<file path="src/rtl/alu4_pkg.sv">
package alu4_pkg;

    localparam int unsigned SEL_W = 4;

    typedef struct packed {
        logic s3;
        logic s2;
        logic s1;
        logic s0;
    } fn_sel_t;

endpackage

</file>
<file path="src/rtl/alu4_operand_gen.sv">
module alu4_operand_gen
    import alu4_pkg::*;
#(
    parameter int unsigned WIDTH = 4
) (
    input  logic [WIDTH-1:0] a_i,
    input  logic [WIDTH-1:0] b_i,
    input  fn_sel_t          sel_i,
    output logic [WIDTH-1:0] term_u_o,
    output logic [WIDTH-1:0] term_v_o
);

    for (genvar i = 0; i < WIDTH; i++) begin : g_bit
        always_comb begin
            term_u_o[i] = a_i[i] | (sel_i.s0 & b_i[i]) | (sel_i.s1 & ~b_i[i]);
            term_v_o[i] = a_i[i] & ((sel_i.s2 & ~b_i[i]) | (sel_i.s3 & b_i[i]));
        end
    end

endmodule

</file>
<file path="src/rtl/alu4_lookahead.sv">
module alu4_lookahead #(
    parameter int unsigned WIDTH = 4
) (
    input  logic [WIDTH-1:0] prop_i,
    input  logic [WIDTH-1:0] gen_i,
    input  logic             cin_i,
    output logic [WIDTH-1:0] bit_carry_o,
    output logic             cout_o,
    output logic             grp_prop_o,
    output logic             grp_gen_o
);

    always_comb begin
        logic c;
        c = cin_i;
        for (int i = 0; i < WIDTH; i++) begin
            bit_carry_o[i] = c;
            c = gen_i[i] | (prop_i[i] & c);
        end
        cout_o = c;
    end

    always_comb begin
        logic g;
        g = 1'b0;
        for (int i = 0; i < WIDTH; i++) begin
            g = gen_i[i] | (prop_i[i] & g);
        end
        grp_gen_o  = g;
        grp_prop_o = &prop_i;
    end

endmodule

</file>
<file path="src/rtl/alu4_result.sv">
module alu4_result #(
    parameter int unsigned WIDTH = 4
) (
    input  logic [WIDTH-1:0] term_u_i,
    input  logic [WIDTH-1:0] term_v_i,
    input  logic [WIDTH-1:0] bit_carry_i,
    input  logic             logic_mode_i,
    output logic [WIDTH-1:0] result_o,
    output logic             all_ones_o
);

    for (genvar i = 0; i < WIDTH; i++) begin : g_bit
        logic half;
        assign half = term_u_i[i] ^ term_v_i[i];
        always_comb begin
            if (logic_mode_i) begin
                result_o[i] = ~half;
            end else begin
                result_o[i] = half ^ bit_carry_i[i];
            end
        end
    end

    assign all_ones_o = &result_o;

endmodule

</file>
<file path="src/rtl/alu4_slice.sv">
module alu4_slice
    import alu4_pkg::*;
#(
    parameter int unsigned WIDTH = 4
) (
    input  logic [WIDTH-1:0] op_a,
    input  logic [WIDTH-1:0] op_b,
    input  logic [SEL_W-1:0] fn_sel,
    input  logic             logic_mode,
    input  logic             carry_in_n,
    output logic [WIDTH-1:0] result,
    output logic             carry_out_n,
    output logic             grp_prop_n,
    output logic             grp_gen_n,
    output logic             all_ones
);

    fn_sel_t          sel;
    logic [WIDTH-1:0] term_u;
    logic [WIDTH-1:0] term_v;
    logic [WIDTH-1:0] bit_carry;
    logic             cout;
    logic             grp_p;
    logic             grp_g;

    assign sel = fn_sel_t'(fn_sel);

    alu4_operand_gen #(.WIDTH(WIDTH)) u_opgen (
        .a_i      (op_a),
        .b_i      (op_b),
        .sel_i    (sel),
        .term_u_o (term_u),
        .term_v_o (term_v)
    );

    alu4_lookahead #(.WIDTH(WIDTH)) u_cla (
        .prop_i      (term_u),
        .gen_i       (term_v),
        .cin_i       (~carry_in_n),
        .bit_carry_o (bit_carry),
        .cout_o      (cout),
        .grp_prop_o  (grp_p),
        .grp_gen_o   (grp_g)
    );

    alu4_result #(.WIDTH(WIDTH)) u_res (
        .term_u_i     (term_u),
        .term_v_i     (term_v),
        .bit_carry_i  (bit_carry),
        .logic_mode_i (logic_mode),
        .result_o     (result),
        .all_ones_o   (all_ones)
    );

    assign carry_out_n = ~cout;
    assign grp_prop_n  = ~grp_p;
    assign grp_gen_n   = ~grp_g;

endmodule

</file>
<file path="config.mk">
export PLATFORM = sky130hd
export DESIGN_NAME = alu4_slice
export DESIGN_NICKNAME = d
export VERILOG_FILES = /design/src/rtl/alu4_pkg.sv /design/src/rtl/alu4_operand_gen.sv /design/src/rtl/alu4_lookahead.sv /design/src/rtl/alu4_result.sv /design/src/rtl/alu4_slice.sv
export SDC_FILE = /design/constraint.sdc
export NUM_CORES = 1
export LEC_CHECK = 0
export ABC_AREA = 1
export BUFFER_PORTS_ARGS = -buffer_cell sky130_fd_sc_hd__buf_2
export CORE_AREA = 10 10 47 49
export DETAILED_ROUTE_END_ITERATION = 7
export DIE_AREA = 0 0 57 59
export PLACE_DENSITY = 0.63
export SKIP_LAST_GASP = 1
export SYNTH_ARGS = -nofsm -noshare
export SYNTH_HDL_FRONTEND = slang
export SYNTH_SLANG_ARGS = --single-unit
export TNS_END_PERCENT = 30
</file>
<file path="constraint.sdc">
create_clock -name vclk -period 1.1
set_input_delay 0.11 -clock vclk [all_inputs]
set_output_delay 0.11 -clock vclk [all_outputs]
set_load 0.03 [all_outputs]
</file>
==> results of run 1 <==
-- what timing repair did --
| action | 4_1_cts | 5_1_grt |
|---|---|---|
| pin swaps | 11 | 15 |
| buffers inserted | 1 | 1 |
| resized for setup | 19 | 23 |
| endpoints found under the setup margin | 7 | 8 |
| endpoints found under the hold margin | 0 | 0 |
-- power by group through the flow --
stage	Sequential [mW]	Clock, mW	Combinational, mW
after floorplan	0	0	0.239
after global placement	0	0	0.369
after detailed placement	0	0	0.373
after CTS	0	0	0.406
after global routing	0	0	0.491
final	0	0	0.451
-- routing by layer --
metal	vias to the layer above	wire (um)	share of wire (%)
met4	0	0	0
li1	299	-	-
met2	17	622	51
met1	230	509	41
met5	-	0	0
met3	0	99	8.0
-- cell families after synthesis --
logic type                Yosys count  share of synthesized area (%)
AOI/OAI and AO/OA                  11                           16.7
buffers and inverters              18                           17.6
and+or+nand+nor                    44                           61.4
xor gates and xnor gates            1                           4.25
-- cell type report --
type	count	area, sq um
Fill cell	151	644
Inverter	18	72.6
Multi-Input combinational cell	56	394
Timing Repair Buffer	36	270
Tap cell	16	20.0
-- critical path, stage by stage --
cell	delay, ns
buf_8	0.10
or2_4	0.25
nand3_4	0.09
nand2_2	0.07
nand2_2	0.07
nand2_2	0.05
nor2_2	0.11
nand3_2	0.07
nor2_2	0.11
buf_6	0.13
-- worst min path at each step --
stage | start | to | slack (ns) | cells past startpoint
global route | op_a[3] | carry_out_n | 0.63 | 4
global placement | op_a[3] | carry_out_n | 0.61 | 4
CTS | op_a[3] | carry_out_n | 0.62 | 4
finish | op_a[3] | carry_out_n | 0.61 | 4
detailed placement | op_a[3] | carry_out_n | 0.62 | 4
floorplan | op_a[3] | carry_out_n | 0.32 | 1
-- cell usage after synthesis --
master    number  area, sq um
inv_1         18         67.6
nand2_1       18         67.6
nand2_2        8         50.1
a21oi_1        5         25.0
nand3_1        5         25.0
nor2_1         4         15.0
nor2_2         3         18.8
nand3_2        2         20.0
nand4_1        2         12.5
o21ai_0        2         10.0
o21ai_1        2         10.0
nand3_4        1         17.5
o211ai_1       1         7.51
o21bai_2       1         11.3
or2_4          1         8.76
xor2_2         1         16.3
==> metrics.txt, run 1 <==
status=finished, violations left; failing checks=setup timing; Global Route Usage Sum=6.48%; ratio of cells with drive above 1 in the final layout=63.6%; Required @ worst endpoint=0.99 ns; Final Power=451 uW; # IOs=22; 1st-iter DRT viols=4; die footprint=0.00336 sq mm; TNS Setup=-0.812 ns; Seq/Total Area, Yosys=0%; global route total overflow=0; final setup fails=8; Remaining DRCs=0; Final Util=54.0%; WP data arrival=1.16 ns; power share of the combinational group=100.0%; Gate Count Post-Synth=74; crit path to=all_ones; Seq pwr share=0%; VDD IR-drop max=0.255 mV; Max-slew headroom=80.8%; design area=757 sq um; Setup WS post-layout=-0.169 ns; grt met2 use=12.4%; vias in the first global route=538; drt wl/cell=9.76 um; # diodes=0; Hold Fails Final Rpt=0; final layout net count=126; Most Crowded Layer GR=met2; hold_buf cts=0; # rows=14; 1st-pass router iterations=4; via count=546; RSZ-0062 raised after global routing=true; # clk buffers=0; clock group share of total power=0%; Hold Path Class=primary input to output port; NetSw=257 uW; worst slew pin tran=0.288 ns; Inst Count DP=124; max_cap viols=0; dpl ws=-0.282 ns; DIE HEIGHT=59 um; final slew viol count=0; post-layout min period=1.27 ns; Port Buffers=22; FMAX=788 MHz; Non-Filler Instances=126; most frequent cells in the layout=buf_2, buf_4, inv_1; fin crit share=115%; crit path from=op_b[1]; Power Density=596 mW/mm^2; Hold Worst Slack=0.615 ns; Seq Cell Count=0; WS Path Type=primary input to output port; met1 Track Usage GR=7.12%; Post-Syn Nets=88; Power Internal=193 uW; Synth Area per Inst=5.17 sq um; Initial Utilization=27.3%; switching power share of the total=57.1%; LEAKAGE=0.427 nW; synthesized cell area=383 sq um; core area=0.00140 sq mm; largest net degree at the start of global routing=6; Cell Area, Placed=607 sq um; initial antenna violation count=0; met3 GRT Util=2.15%; Area Overhead vs Synth=97.7%; FF+latch area=0 sq um; RD Place Congestion=0.757; crit-path max FO=5; ANT nets after route=0; Netlist cell types=16; Post-Route WL=1.23 mm; Die Wd=57 um; most common cell after layout, fill and taps aside=buf_2; placed wire-length estimate=1.05 mm; drt via density=4.33; Startpoint Class=primary input; Syn. warnings=0; first-pass GRT wire length=1.99 mm; critical path endpoint category=output port
Power figures use the tool's default switching activity.
==> inputs of run 2 (changes only) <==
Settings changed: ABC_AREA 1 to default, ABC_CLOCK_PERIOD_IN_PS from default to 1100, PLACE_DENSITY 0.63 to 0.61.
==> metrics.txt, run 2 <==
global route total overflow=0 (unchanged); final layout net count=105 (was 126); most common cell after layout, fill and taps aside=buf_4 (was buf_2); ranking of synthesized cells by area=mux2_2, mux2i_1, and2_1 (was inv_1, nand2_1, nand2_2); Post-synth top cells=and2_1, mux2_2, nor2_1 (was inv_1, nand2_1, nand2_2); Seq pwr share=0% (about the same); Setup WS post-layout=-0.619 ns (was -0.169 ns); worst slew pin tran=0.340 ns (was 0.288 ns); final slew viol count=0 (unchanged); critical path endpoint category=output port (unchanged); Power Density=626 mW/mm^2 (was 596 mW/mm^2); synthesized cell area=350 sq um (was 383 sq um); Port Buffers=22 (unchanged); LEAKAGE=0.374 nW (was 0.427 nW); drt wl/cell=12.8 um (was 9.76 um); via count=520 (was 546); Synth Area per Inst=7.62 sq um (was 5.17 sq um); Worst path most repeated cell=buf_6 (was nand2_2); fin crit share=156% (was 115%); Syn. warnings=0 (unchanged); Die Wd=57 um (unchanged); Area Overhead vs Synth=124% (was 97.7%); drt via density=4.95 (was 4.33); fill count=132 (was 151); first-pass GRT wire length=2.36 mm (was 1.99 mm); vias in the first global route=573 (was 538); Final Util=56.0% (was 54.0%); die footprint=0.00336 sq mm (unchanged); Power Internal=243 uW (was 193 uW); crit-path leading delay family=compound AO/OA/AOI/OAI gates (was simple AND/OR/NAND/NOR gates); # IOs=22 (unchanged); failing checks=setup timing (unchanged); Remaining DRCs=0 (unchanged); FF+latch area=0 sq um (unchanged); DIE HEIGHT=59 um (unchanged); # clk buffers=0 (unchanged); ANT nets after route=0 (unchanged); max incr delay on CP=0.40 ns (was 0.25 ns); status=finished, violations left (unchanged); RSZ-0062 raised after global routing=true (unchanged); 1st-pass router iterations=1 (was 4); post-layout min period=1.72 ns (was 1.27 ns); # rows=14 (unchanged); Global Route Usage Sum=7.99% (was 6.48%); CP bufs+invs=2 (unchanged); FMAX=582 MHz (was 788 MHz); Seq/Total Area, Yosys=0% (unchanged); Gate Count Post-Synth=46 (was 74); power share of the combinational group=100.0% (about the same); RD Place Congestion=0.775 (was 0.757); share of the synthesized area in the top cell type=12.9% (was 17.6%); WS Path Type=primary input to output port (unchanged); TNS Setup=-3.47 ns (was -0.812 ns); cell taking the most area after synthesis=mux2_2 (was inv_1); ratio of cells with drive above 1 in the final layout=67.4% (was 63.6%); Post-Syn Nets=60 (was 88); crit-path max FO=3 (was 5); most frequent cells in the layout=buf_4, buf_2, buf_6 (was buf_2, buf_4, inv_1); Hold Path Class=primary input to output port (unchanged); Hold Fails Final Rpt=0 (unchanged); largest net degree at the start of global routing=6 (unchanged); # diodes=0 (unchanged); CP cell instances=buf_6 -> mux2_4 -> o21ai_4 -> a311oi_4 -> o311a_1 -> nor4b_4 -> buf_6 (was buf_8 -> or2_4 -> nand3_4 -> nand2_2 -> nand2_2 -> nand2_2 -> nor2_2 -> nand3_2 -> nor2_2 -> buf_6); Initial Utilization=25.0% (was 27.3%); core area=0.00140 sq mm (unchanged); NetSw=248 uW (was 257 uW); CP max stage cell=o311a_1 (was or2_4); Startpoint Class=primary input (unchanged); VDD IR-drop max=0.219 mV (was 0.255 mV); Netlist cell types=23 (was 16); switching power share of the total=50.5% (was 57.1%); WP data arrival=1.61 ns (was 1.16 ns); 1st-iter DRT viols=0 (was 4); placed wire-length estimate=1.13 mm (was 1.05 mm); Seq Cell Count=0 (unchanged); Required @ worst endpoint=0.99 ns (about the same); initial antenna violation count=0 (unchanged); clock group share of total power=0% (about the same); final setup fails=8 (unchanged); Post-Route WL=1.34 mm (was 1.23 mm); Max-slew headroom=77.3% (was 80.8%); max_cap viols=0 (unchanged); hold_buf cts=0 (unchanged)
run 2: cell types whose count changed in the layout (fill, tap and decap cells not counted), sizes merged, moves of 3 or more:
cell	change
nand3	-7
inv	-15
mux2	+5
and2	+4
buf	+7
nand2	-23
mux2i	+3
nor2	-3
run 2: final cells by class:
cell class                      count  area (sq um)  share of cell area (%)
Multi-Input combinational cell     43           440                    56.1
Timing Repair Buffer               43           313                    39.9
Tap cell                           16          20.0                    2.55
Inverter                            3          11.3                    1.44
run 2: worst paths after layout:
check,start,end,slack (ns),cells past startpoint
min,logic_mode,result[0],0.77,4
max,op_b[0],all_ones,-0.62,7
run 2: cells by family after synthesis:
| group | after synthesis | synth area share, % |
|---|---|---|
| buffers and inverters | 3 | 3.21 |
| XOR/XNOR | 2 | 5.00 |
| AO/OA/AOI/OAI | 16 | 35.0 |
| AND/OR/NAND/NOR | 16 | 24.6 |
| multiplexers | 9 | 32.1 |
run 2: metal layers:
| metal | vias up | wire [um] | global-route usage, % |
|---|---|---|---|
| li1 | 267 | - | - |
| met1 | 235 | 530 | 8.78 |
| met2 | 16 | 712 | 15.7 |
| met3 | 2 | 80 | 1.50 |
| met4 | 0 | 17 | 1.01 |
| met5 | - | 0 | 0 |
run 2: repair_timing:
item / in CTS / in global routing
gates resized for setup: 14 / 9
buffers inserted: 2 / 0
endpoints found under the setup margin: 8 / 8
pin swaps: 8 / 10
run 2: per-stage QoR:
| stage | hold WS (ns) | total power [mW] | worst slack [ns] | cell area [sq um] | std cells |
|---|---|---|---|---|---|
| after floorplan | 0.468 | 0.252 | -0.677 | 394 | 46 |
| final | 0.768 | 0.491 | -0.619 | 785 | 105 |
| after global routing | 0.807 | 0.531 | -0.716 | 785 | 105 |
| after CTS | 0.772 | 0.478 | -0.681 | 751 | 105 |
| after global placement | 0.736 | 0.419 | -0.735 | 667 | 103 |
| after detailed placement | 0.745 | 0.423 | -0.757 | 667 | 103 |
run 2: power groups by stage:
stage / sequential, mW / combinational (mW) / clock (mW)
finish: 0 / 0.491 / 0
global route: 0 / 0.531 / 0
CTS: 0 / 0.478 / 0
detailed placement: 0 / 0.423 / 0
global placement: 0 / 0.419 / 0
floorplan: 0 / 0.252 / 0
